### config.mk
export PLATFORM = sky130hd
export DESIGN_NAME = sram_strobe_ctrl
export DESIGN_NICKNAME = d
export VERILOG_FILES = /design/src/rtl/sram_ctrl_pkg.sv /design/src/rtl/sram_cycle_timer.sv /design/src/rtl/sram_seq_fsm.sv /design/src/rtl/sram_data_path.sv /design/src/rtl/sram_strobe_ctrl.sv
export SDC_FILE = /design/constraint.sdc
export NUM_CORES = 1
export LEC_CHECK = 0
export CAP_MARGIN = 40
export CORE_MARGIN = 2
export CORE_UTILIZATION = 42
export DETAILED_ROUTE_END_ITERATION = 10
export PLACE_DENSITY_LB_ADDON = 0.15
export SYNTH_ARGS = -nofsm -noshare
export SYNTH_HDL_FRONTEND = slang
export SYNTH_SLANG_ARGS = --single-unit
### constraint.sdc
create_clock -name clk -period 1.8 [get_ports clk]
set_input_delay 0.27 -clock clk [delete_from_list [all_inputs] [get_ports clk]]
set_output_delay 0.27 -clock clk [all_outputs]
set_load 0.02 [all_outputs]
### src/rtl/sram_ctrl_pkg.sv
package sram_ctrl_pkg;

  typedef enum logic [2:0] {
    PH_IDLE,
    PH_SETUP,
    PH_READ,
    PH_WRITE,
    PH_HOLD
  } phase_e;

  function automatic int unsigned ns_to_cyc(input int unsigned ns, input int unsigned clk_ns);
    return (ns + clk_ns - 1) / clk_ns;
  endfunction

  function automatic int unsigned max2(input int unsigned a, input int unsigned b);
    return (a > b) ? a : b;
  endfunction

endpackage

### src/rtl/sram_cycle_timer.sv
module sram_cycle_timer #(
  parameter int unsigned CNT_W = 3
) (
  input  logic             clk,
  input  logic             rst_n,
  input  logic             load,
  input  logic [CNT_W-1:0] load_val,
  output logic [CNT_W-1:0] cnt,
  output logic             done
);

  always_ff @(posedge clk) begin
    if (!rst_n) begin
      cnt <= '0;
    end else if (load) begin
      cnt <= load_val;
    end else if (cnt != '0) begin
      cnt <= cnt - 1'b1;
    end
  end

  assign done = (cnt == '0);

endmodule

### src/rtl/sram_seq_fsm.sv
module sram_seq_fsm
  import sram_ctrl_pkg::*;
#(
  parameter int unsigned LS    = 1,
  parameter int unsigned LR    = 6,
  parameter int unsigned LW    = 6,
  parameter int unsigned LZ    = 2,
  parameter int unsigned LH    = 1,
  parameter int unsigned CNT_W = 3
) (
  input  logic clk,
  input  logic rst_n,
  input  logic req_valid,
  input  logic req_write,
  output logic req_ready,
  output logic cap_req,
  output logic cap_rd,
  output logic mem_ce_n,
  output logic mem_ce2,
  output logic mem_we_n,
  output logic mem_oe_n,
  output logic mem_dq_oe
);

  localparam logic [CNT_W-1:0] LS_M1    = CNT_W'(LS - 1);
  localparam logic [CNT_W-1:0] LR_M1    = CNT_W'(LR - 1);
  localparam logic [CNT_W-1:0] LW_M1    = CNT_W'(LW - 1);
  localparam logic [CNT_W-1:0] LH_M1    = CNT_W'(LH - 1);
  localparam logic [CNT_W-1:0] DRV_FROM = CNT_W'(LW - 1 - LZ);

  phase_e           phase, phase_nxt;
  logic             is_wr;
  logic             tmr_load;
  logic [CNT_W-1:0] tmr_val;
  logic [CNT_W-1:0] tmr_cnt;
  logic             tmr_done;
  logic             sel;

  sram_cycle_timer #(.CNT_W(CNT_W)) u_timer (
    .clk      (clk),
    .rst_n    (rst_n),
    .load     (tmr_load),
    .load_val (tmr_val),
    .cnt      (tmr_cnt),
    .done     (tmr_done)
  );

  always_comb begin
    phase_nxt = phase;
    tmr_load  = 1'b0;
    tmr_val   = '0;
    unique case (phase)
      PH_IDLE: if (req_valid) begin
        phase_nxt = PH_SETUP;
        tmr_load  = 1'b1;
        tmr_val   = LS_M1;
      end
      PH_SETUP: if (tmr_done) begin
        phase_nxt = is_wr ? PH_WRITE : PH_READ;
        tmr_load  = 1'b1;
        tmr_val   = is_wr ? LW_M1 : LR_M1;
      end
      PH_READ: if (tmr_done) phase_nxt = PH_IDLE;
      PH_WRITE: if (tmr_done) begin
        phase_nxt = PH_HOLD;
        tmr_load  = 1'b1;
        tmr_val   = LH_M1;
      end
      PH_HOLD: if (tmr_done) phase_nxt = PH_IDLE;
      default: phase_nxt = PH_IDLE;
    endcase
  end

  always_ff @(posedge clk) begin
    if (!rst_n) begin
      phase <= PH_IDLE;
      is_wr <= 1'b0;
    end else begin
      phase <= phase_nxt;
      if (cap_req) is_wr <= req_write;
    end
  end

  assign req_ready = (phase == PH_IDLE);
  assign cap_req   = req_ready && req_valid;
  assign cap_rd    = (phase == PH_READ) && tmr_done;

  assign sel       = (phase == PH_READ) || (phase == PH_WRITE);
  assign mem_ce_n  = !sel;
  assign mem_ce2   = sel;
  assign mem_we_n  = (phase != PH_WRITE);
  assign mem_oe_n  = (phase != PH_READ);
  assign mem_dq_oe = ((phase == PH_WRITE) && (tmr_cnt <= DRV_FROM)) ||
                     ((phase == PH_HOLD) && (tmr_cnt == LH_M1));

  AST_BUSY_AFTER_ACCEPT: assert property (@(posedge clk) disable iff (!rst_n)
    (req_valid && req_ready) |=> !req_ready);

  AST_IDLE_AFTER_READ: assert property (@(posedge clk) disable iff (!rst_n)
    cap_rd |=> (req_ready && mem_ce_n && !mem_ce2 && mem_oe_n));

endmodule

### src/rtl/sram_data_path.sv
module sram_data_path #(
  parameter int unsigned ADDR_W = 18,
  parameter int unsigned DATA_W = 8
) (
  input  logic              clk,
  input  logic              rst_n,
  input  logic              cap_req,
  input  logic              cap_rd,
  input  logic [ADDR_W-1:0] req_addr,
  input  logic [DATA_W-1:0] req_wdata,
  input  logic [DATA_W-1:0] mem_dq_in,
  output logic [ADDR_W-1:0] mem_addr,
  output logic [DATA_W-1:0] mem_dq_out,
  output logic              rsp_valid,
  output logic [DATA_W-1:0] rsp_rdata
);

  always_ff @(posedge clk) begin
    if (!rst_n) begin
      mem_addr   <= '0;
      mem_dq_out <= '0;
      rsp_valid  <= 1'b0;
      rsp_rdata  <= '0;
    end else begin
      if (cap_req) begin
        mem_addr   <= req_addr;
        mem_dq_out <= req_wdata;
      end
      rsp_valid <= cap_rd;
      if (cap_rd) rsp_rdata <= mem_dq_in;
    end
  end

  AST_RSP_SINGLE: assert property (@(posedge clk) disable iff (!rst_n)
    rsp_valid |=> !rsp_valid);

endmodule

### src/rtl/sram_strobe_ctrl.sv
module sram_strobe_ctrl
  import sram_ctrl_pkg::*;
#(
  parameter int unsigned ADDR_W   = 18,
  parameter int unsigned DATA_W   = 8,
  parameter int unsigned CLK_NS   = 10,
  parameter int unsigned T_RC_NS  = 55,
  parameter int unsigned T_AA_NS  = 55,
  parameter int unsigned T_OE_NS  = 30,
  parameter int unsigned T_WP_NS  = 45,
  parameter int unsigned T_DW_NS  = 25,
  parameter int unsigned T_AW_NS  = 50,
  parameter int unsigned T_WHZ_NS = 20,
  parameter int unsigned T_HZ_NS  = 20,
  parameter int unsigned T_AS_NS  = 0,
  parameter int unsigned T_WR_NS  = 0
) (
  input  logic              clk,
  input  logic              rst_n,
  input  logic              req_valid,
  output logic              req_ready,
  input  logic              req_write,
  input  logic [ADDR_W-1:0] req_addr,
  input  logic [DATA_W-1:0] req_wdata,
  output logic              rsp_valid,
  output logic [DATA_W-1:0] rsp_rdata,
  output logic [ADDR_W-1:0] mem_addr,
  output logic              mem_ce_n,
  output logic              mem_ce2,
  output logic              mem_we_n,
  output logic              mem_oe_n,
  output logic [DATA_W-1:0] mem_dq_out,
  input  logic [DATA_W-1:0] mem_dq_in,
  output logic              mem_dq_oe
);

  localparam int unsigned LS    = max2(1, ns_to_cyc(T_AS_NS, CLK_NS));
  localparam int unsigned LR    = max2(max2(ns_to_cyc(T_AA_NS, CLK_NS), ns_to_cyc(T_OE_NS, CLK_NS)),
                                       ns_to_cyc(T_RC_NS, CLK_NS));
  localparam int unsigned LZ    = max2(ns_to_cyc(T_WHZ_NS, CLK_NS), ns_to_cyc(T_HZ_NS, CLK_NS));
  localparam int unsigned LW    = max2(max2(ns_to_cyc(T_WP_NS, CLK_NS), LZ + max2(1, ns_to_cyc(T_DW_NS, CLK_NS))),
                                       max2(ns_to_cyc(T_AW_NS, CLK_NS), ns_to_cyc(T_RC_NS, CLK_NS)));
  localparam int unsigned LH    = max2(1, ns_to_cyc(T_WR_NS, CLK_NS));
  localparam int unsigned LMAX  = max2(max2(LR, LW), max2(LS, LH));
  localparam int unsigned CNT_W = $clog2(LMAX + 1);
  localparam int unsigned QW    = $clog2(LZ + 2);
  localparam int unsigned WW    = $clog2(LW + 2);

  logic cap_req;
  logic cap_rd;

  sram_seq_fsm #(
    .LS(LS), .LR(LR), .LW(LW), .LZ(LZ), .LH(LH), .CNT_W(CNT_W)
  ) u_fsm (
    .clk       (clk),
    .rst_n     (rst_n),
    .req_valid (req_valid),
    .req_write (req_write),
    .req_ready (req_ready),
    .cap_req   (cap_req),
    .cap_rd    (cap_rd),
    .mem_ce_n  (mem_ce_n),
    .mem_ce2   (mem_ce2),
    .mem_we_n  (mem_we_n),
    .mem_oe_n  (mem_oe_n),
    .mem_dq_oe (mem_dq_oe)
  );

  sram_data_path #(.ADDR_W(ADDR_W), .DATA_W(DATA_W)) u_data (
    .clk        (clk),
    .rst_n      (rst_n),
    .cap_req    (cap_req),
    .cap_rd     (cap_rd),
    .req_addr   (req_addr),
    .req_wdata  (req_wdata),
    .mem_dq_in  (mem_dq_in),
    .mem_addr   (mem_addr),
    .mem_dq_out (mem_dq_out),
    .rsp_valid  (rsp_valid),
    .rsp_rdata  (rsp_rdata)
  );

  // cycles since the RAM output strobe was released, saturating at LZ
  logic [QW-1:0] oe_quiet;
  // length of the current write-strobe low stretch, saturating at LW
  logic [WW-1:0] we_low;

  always_ff @(posedge clk) begin
    if (!rst_n) begin
      oe_quiet <= '0;
      we_low   <= '0;
    end else begin
      if (!mem_oe_n)                oe_quiet <= '0;
      else if (oe_quiet != QW'(LZ)) oe_quiet <= oe_quiet + 1'b1;
      if (mem_we_n)                 we_low   <= '0;
      else if (we_low != WW'(LW))   we_low   <= we_low + 1'b1;
    end
  end

  AST_ADDR_DESELECTED: assert property (@(posedge clk) disable iff (!rst_n)
    !$stable(mem_addr) |-> (mem_ce_n || !mem_ce2));

  AST_WRITE_OE_HIGH: assert property (@(posedge clk) disable iff (!rst_n)
    !mem_we_n |-> (mem_oe_n && !mem_ce_n && mem_ce2));

  AST_WE_PULSE_WIDTH: assert property (@(posedge clk) disable iff (!rst_n)
    $rose(mem_we_n) |-> (we_low >= WW'(LW)));

  AST_NO_BUS_FIGHT: assert property (@(posedge clk) disable iff (!rst_n)
    mem_dq_oe |-> (mem_oe_n && (oe_quiet >= QW'(LZ))));

  AST_WRITE_NO_RSP: assert property (@(posedge clk) disable iff (!rst_n)
    !mem_we_n |-> !rsp_valid);

endmodule

==> impl_metrics.tcl <==
set metrics [dict create \
    period_share 0.921 \
    cts_tree "yes" \
    critPathBufInv 3 \
    antenna_found_initial 0 \
    worst_slew_pin_slew_ns 0.337 \
    setup_viol 0 \
    viasPerCell 4.92 \
    hold_slack_ns 0.465 \
    ff2ff_path_depth 5 \
    grt_pass1_vias 1615 \
    path_depth 4 \
    clkTransAtPathRegs_ns 0.08 \
    crit_family "buffers and inverters" \
    num_vias 1707 \
    drt_pass1_iterations 4 \
    finalSetupTns_ns 0 \
    finalCriticalPeriod_ns 1.66 \
    portBuffers 78 \
    final_antenna_net_count 0 \
    finalHoldViolations 0 \
    yosysWarnings 0 \
    initial_core_util 0.437 \
    chipWidth_um 71.3 \
    hold_depth 2 \
    clock_latency_ns 0.29 \
    syn-cell-area_mm2 0.00190 \
    cts.sinks 42 \
    critical_path_arrival_ns 1.39 \
    numCtsBuffers 5 \
    gp_congestion 0.774 \
    io_pins 79 \
    slew_violations 0 \
    diodes 0 \
    skew_ns 0.00545 \
    worst_path_max_delay_cell "dfxtp_1" \
    rsz0062_at_grt "no" \
    seq_area_frac_synth 0.442 \
    clock_path_buffers 2 \
    hold_path.class "flop to flop" \
    layout-drive-gt1-share 0.176 \
    cp_slowest_stage_delay_ns 0.40 \
    grt_use_total 0.181 \
    cp-start-kind "flop" \
    grt_max_degree 42 \
    synth_top_area_frac 0.442 \
    avgRoutedWirePerCell_um 12.7 \
    cp_cell_sequence "buf_4 -> nor2b_1 -> inv_1 -> dlygate4sd2_1" \
    die_h_um 71.3 \
    drc 0 \
    drt_iter0_drc 65 \
    synthTopCellsByArea "dfxtp_1, a21boi_2, nand2_1, a21boi_0, nand3_1" \
    cts_setup_buffers 0 \
    max-slew-margin-rel 0.775 \
    p_leak_nw 1.07 \
    yosysTopAreaCell "dfxtp_1" \
    synth_area_per_cell_um2 9.10 \
    routed_wl_mm 4.41 \
    outcome "finished, final reports clean" \
    cp.required_ns 1.53 \
    cts_root_buf "clkbuf_8" \
    fmax_ghz 0.603 \
    synth.distinct_cells 33 \
    grt_remaining_overflow 0 \
    path_max_fanout 7 \
    die_area_mm2 0.00508 \
    critical_path_class "flop to output pin" \
    ys_seq_elements 42 \
    syn_to_final_growth_pct 52.4 \
    row_count 24 \
    synthCells 209 \
    coreArea_mm2 0.00435 \
    synthesis.nets 250 \
    grt_pass1_wl_mm 7.38 \
    htreeDepth 2 \
    nNetsFinal 335 \
    endpoint_kind "output pin" \
    fillerInstances 382 \
    power_density_mw_per_mm2 1040 \
    hpwl_mm 3.06 \
    peakVddDrop_uv 528 \
    cap_violations 0 \
]
==> layer usage <==
layer,share of wire,vias to the layer above,GRT usage,routed length [um]
met5,0,-,0,0
met4,0.012,0,0.0650,54
met3,0.078,6,0.0675,343
met2,0.47,54,0.295,2080
met1,0.44,772,0.220,1930
li1,-,875,-,-
==> stage by stage <==
step | util | cells | cell area (um^2) | power (mW) | setup WS [ns]
after global routing | 0.666 | 347 | 2900 | 3.19 | 0.0453
final | 0.666 | 347 | 2900 | 3.00 | 0.142
after floorplan | - | 209 | 1900 | 1.81 | 0.375
after detailed placement | 0.643 | 339 | 2800 | 2.31 | 0.0803
after CTS | 0.666 | 347 | 2900 | 3.05 | 0.00619
after global placement | 0.643 | 339 | 2800 | 2.30 | 0.110
==> flip-flops by register name, summed over array words and instances, names as in the netlist <==
name and cells:
u_data.rsp_valid 1, u_data.mem_addr 18, u_fsm.phase 3, u_fsm.u_timer.cnt 3, u_fsm.is_wr 1, u_data.rsp_rdata 8
u_data.mem_dq_out 8
==> final cells by class <==
class                           count  area, um^2  share of cell area
Multi-Input combinational cell    147         946               0.326
Sequential cell                    42         842               0.291
Tap cell                           52        65.1              0.0225
Inverter                            6        22.5             0.00777
Clock buffer                        6        72.6              0.0250
Timing Repair Buffer               92         912               0.315
Clock inverter                      2        37.5              0.0130
==> repair_timing <==
action | in CTS | in global routing
gates resized for setup | 7 | 2
setup endpoints to repair | 6 | 1
hold buffers | 0 | 0
==> Yosys cell counts <==
library cell  instances
o21ai_0               9
buf_6                 3
ha_1                  3
nand2_2               3
buf_2                 3
and2b_1               1
inv_1                 6
a21boi_0             16
a21boi_2             20
or2_2                 1
nand3b_1              2
nor2b_1               2
nor4b_4               1
nand2b_1              2
nor3_1                1
nand2_1              56
or4b_1                1
a22oi_1               2
a32oi_1               1
o221a_2               1
a222oi_1              1
clkbuf_8              1
o2111a_1              2
a21oi_1               3
dfxtp_1              42
nor2_1                6
buf_4                 1
nor3b_4               1
a221o_2               1
clkbuf_1              6
and3b_2               1
and3_1                1
nand3_1               9
==> worst min-delay path: cells and delay by family (launching register included) <==
| family | cells | cell delay, ns |
|---|---|---|
| AOI/OAI and AO/OA | 1 | 0.05 |
| and+or+nand+nor | 1 | 0.07 |
| DFF | 1 | 0.31 |
==> cells by family (layout without fill, tap and decap cells) <==
| logic type | after synthesis | after routing | share of synthesized area |
|---|---|---|---|
| buf+inv | 20 | 106 | 0.0605 |
| simple gates | 88 | 88 | 0.223 |
| flops | 42 | 42 | 0.442 |
| compound gates | 56 | 56 | 0.255 |
| fa+ha+maj | 3 | 3 | 0.0197 |
==> final timing paths <==
check / startpoint / to / slack, ns
hold / removal: u_data.mem_dq_out[6] / u_data.mem_dq_out[6] / 0.46
setup / recovery: u_fsm.phase[1] / mem_ce_n / 0.14
hold reg to reg: u_data.mem_dq_out[6] / u_data.mem_dq_out[6] / 0.46
setup reg to reg: u_fsm.phase[0] / u_data.mem_addr[7] / 0.25
==> where the power goes <==
part	switching, mW	leakage [nW]	internal (mW)
clock	0.326	0.0514	0.414
sequential	0.0765	0.344	1.04
combinational	0.598	0.675	0.545
total	1.00	1.07	2.00
==> layout by cell type, fill, tap and decap left out, types with 3 or more instances in the layout <==
| master | count |
|---|---|
| o21ai_0 | 9 |
| ha_1 | 3 |
| clkbuf_8 | 5 |
| a21boi_0 | 16 |
| nand2_2 | 3 |
| dfxtp_1 | 41 |
| nand2_1 | 56 |
| nor2_1 | 6 |
| a21oi_1 | 3 |
| clkdlybuf4s50_1 | 72 |
| inv_1 | 6 |
| buf_12 | 3 |
| nand3_1 | 9 |
| a21boi_2 | 20 |
| dlygate4sd2_1 | 5 |
| buf_4 | 11 |
Power figures use the tool's default switching activity.
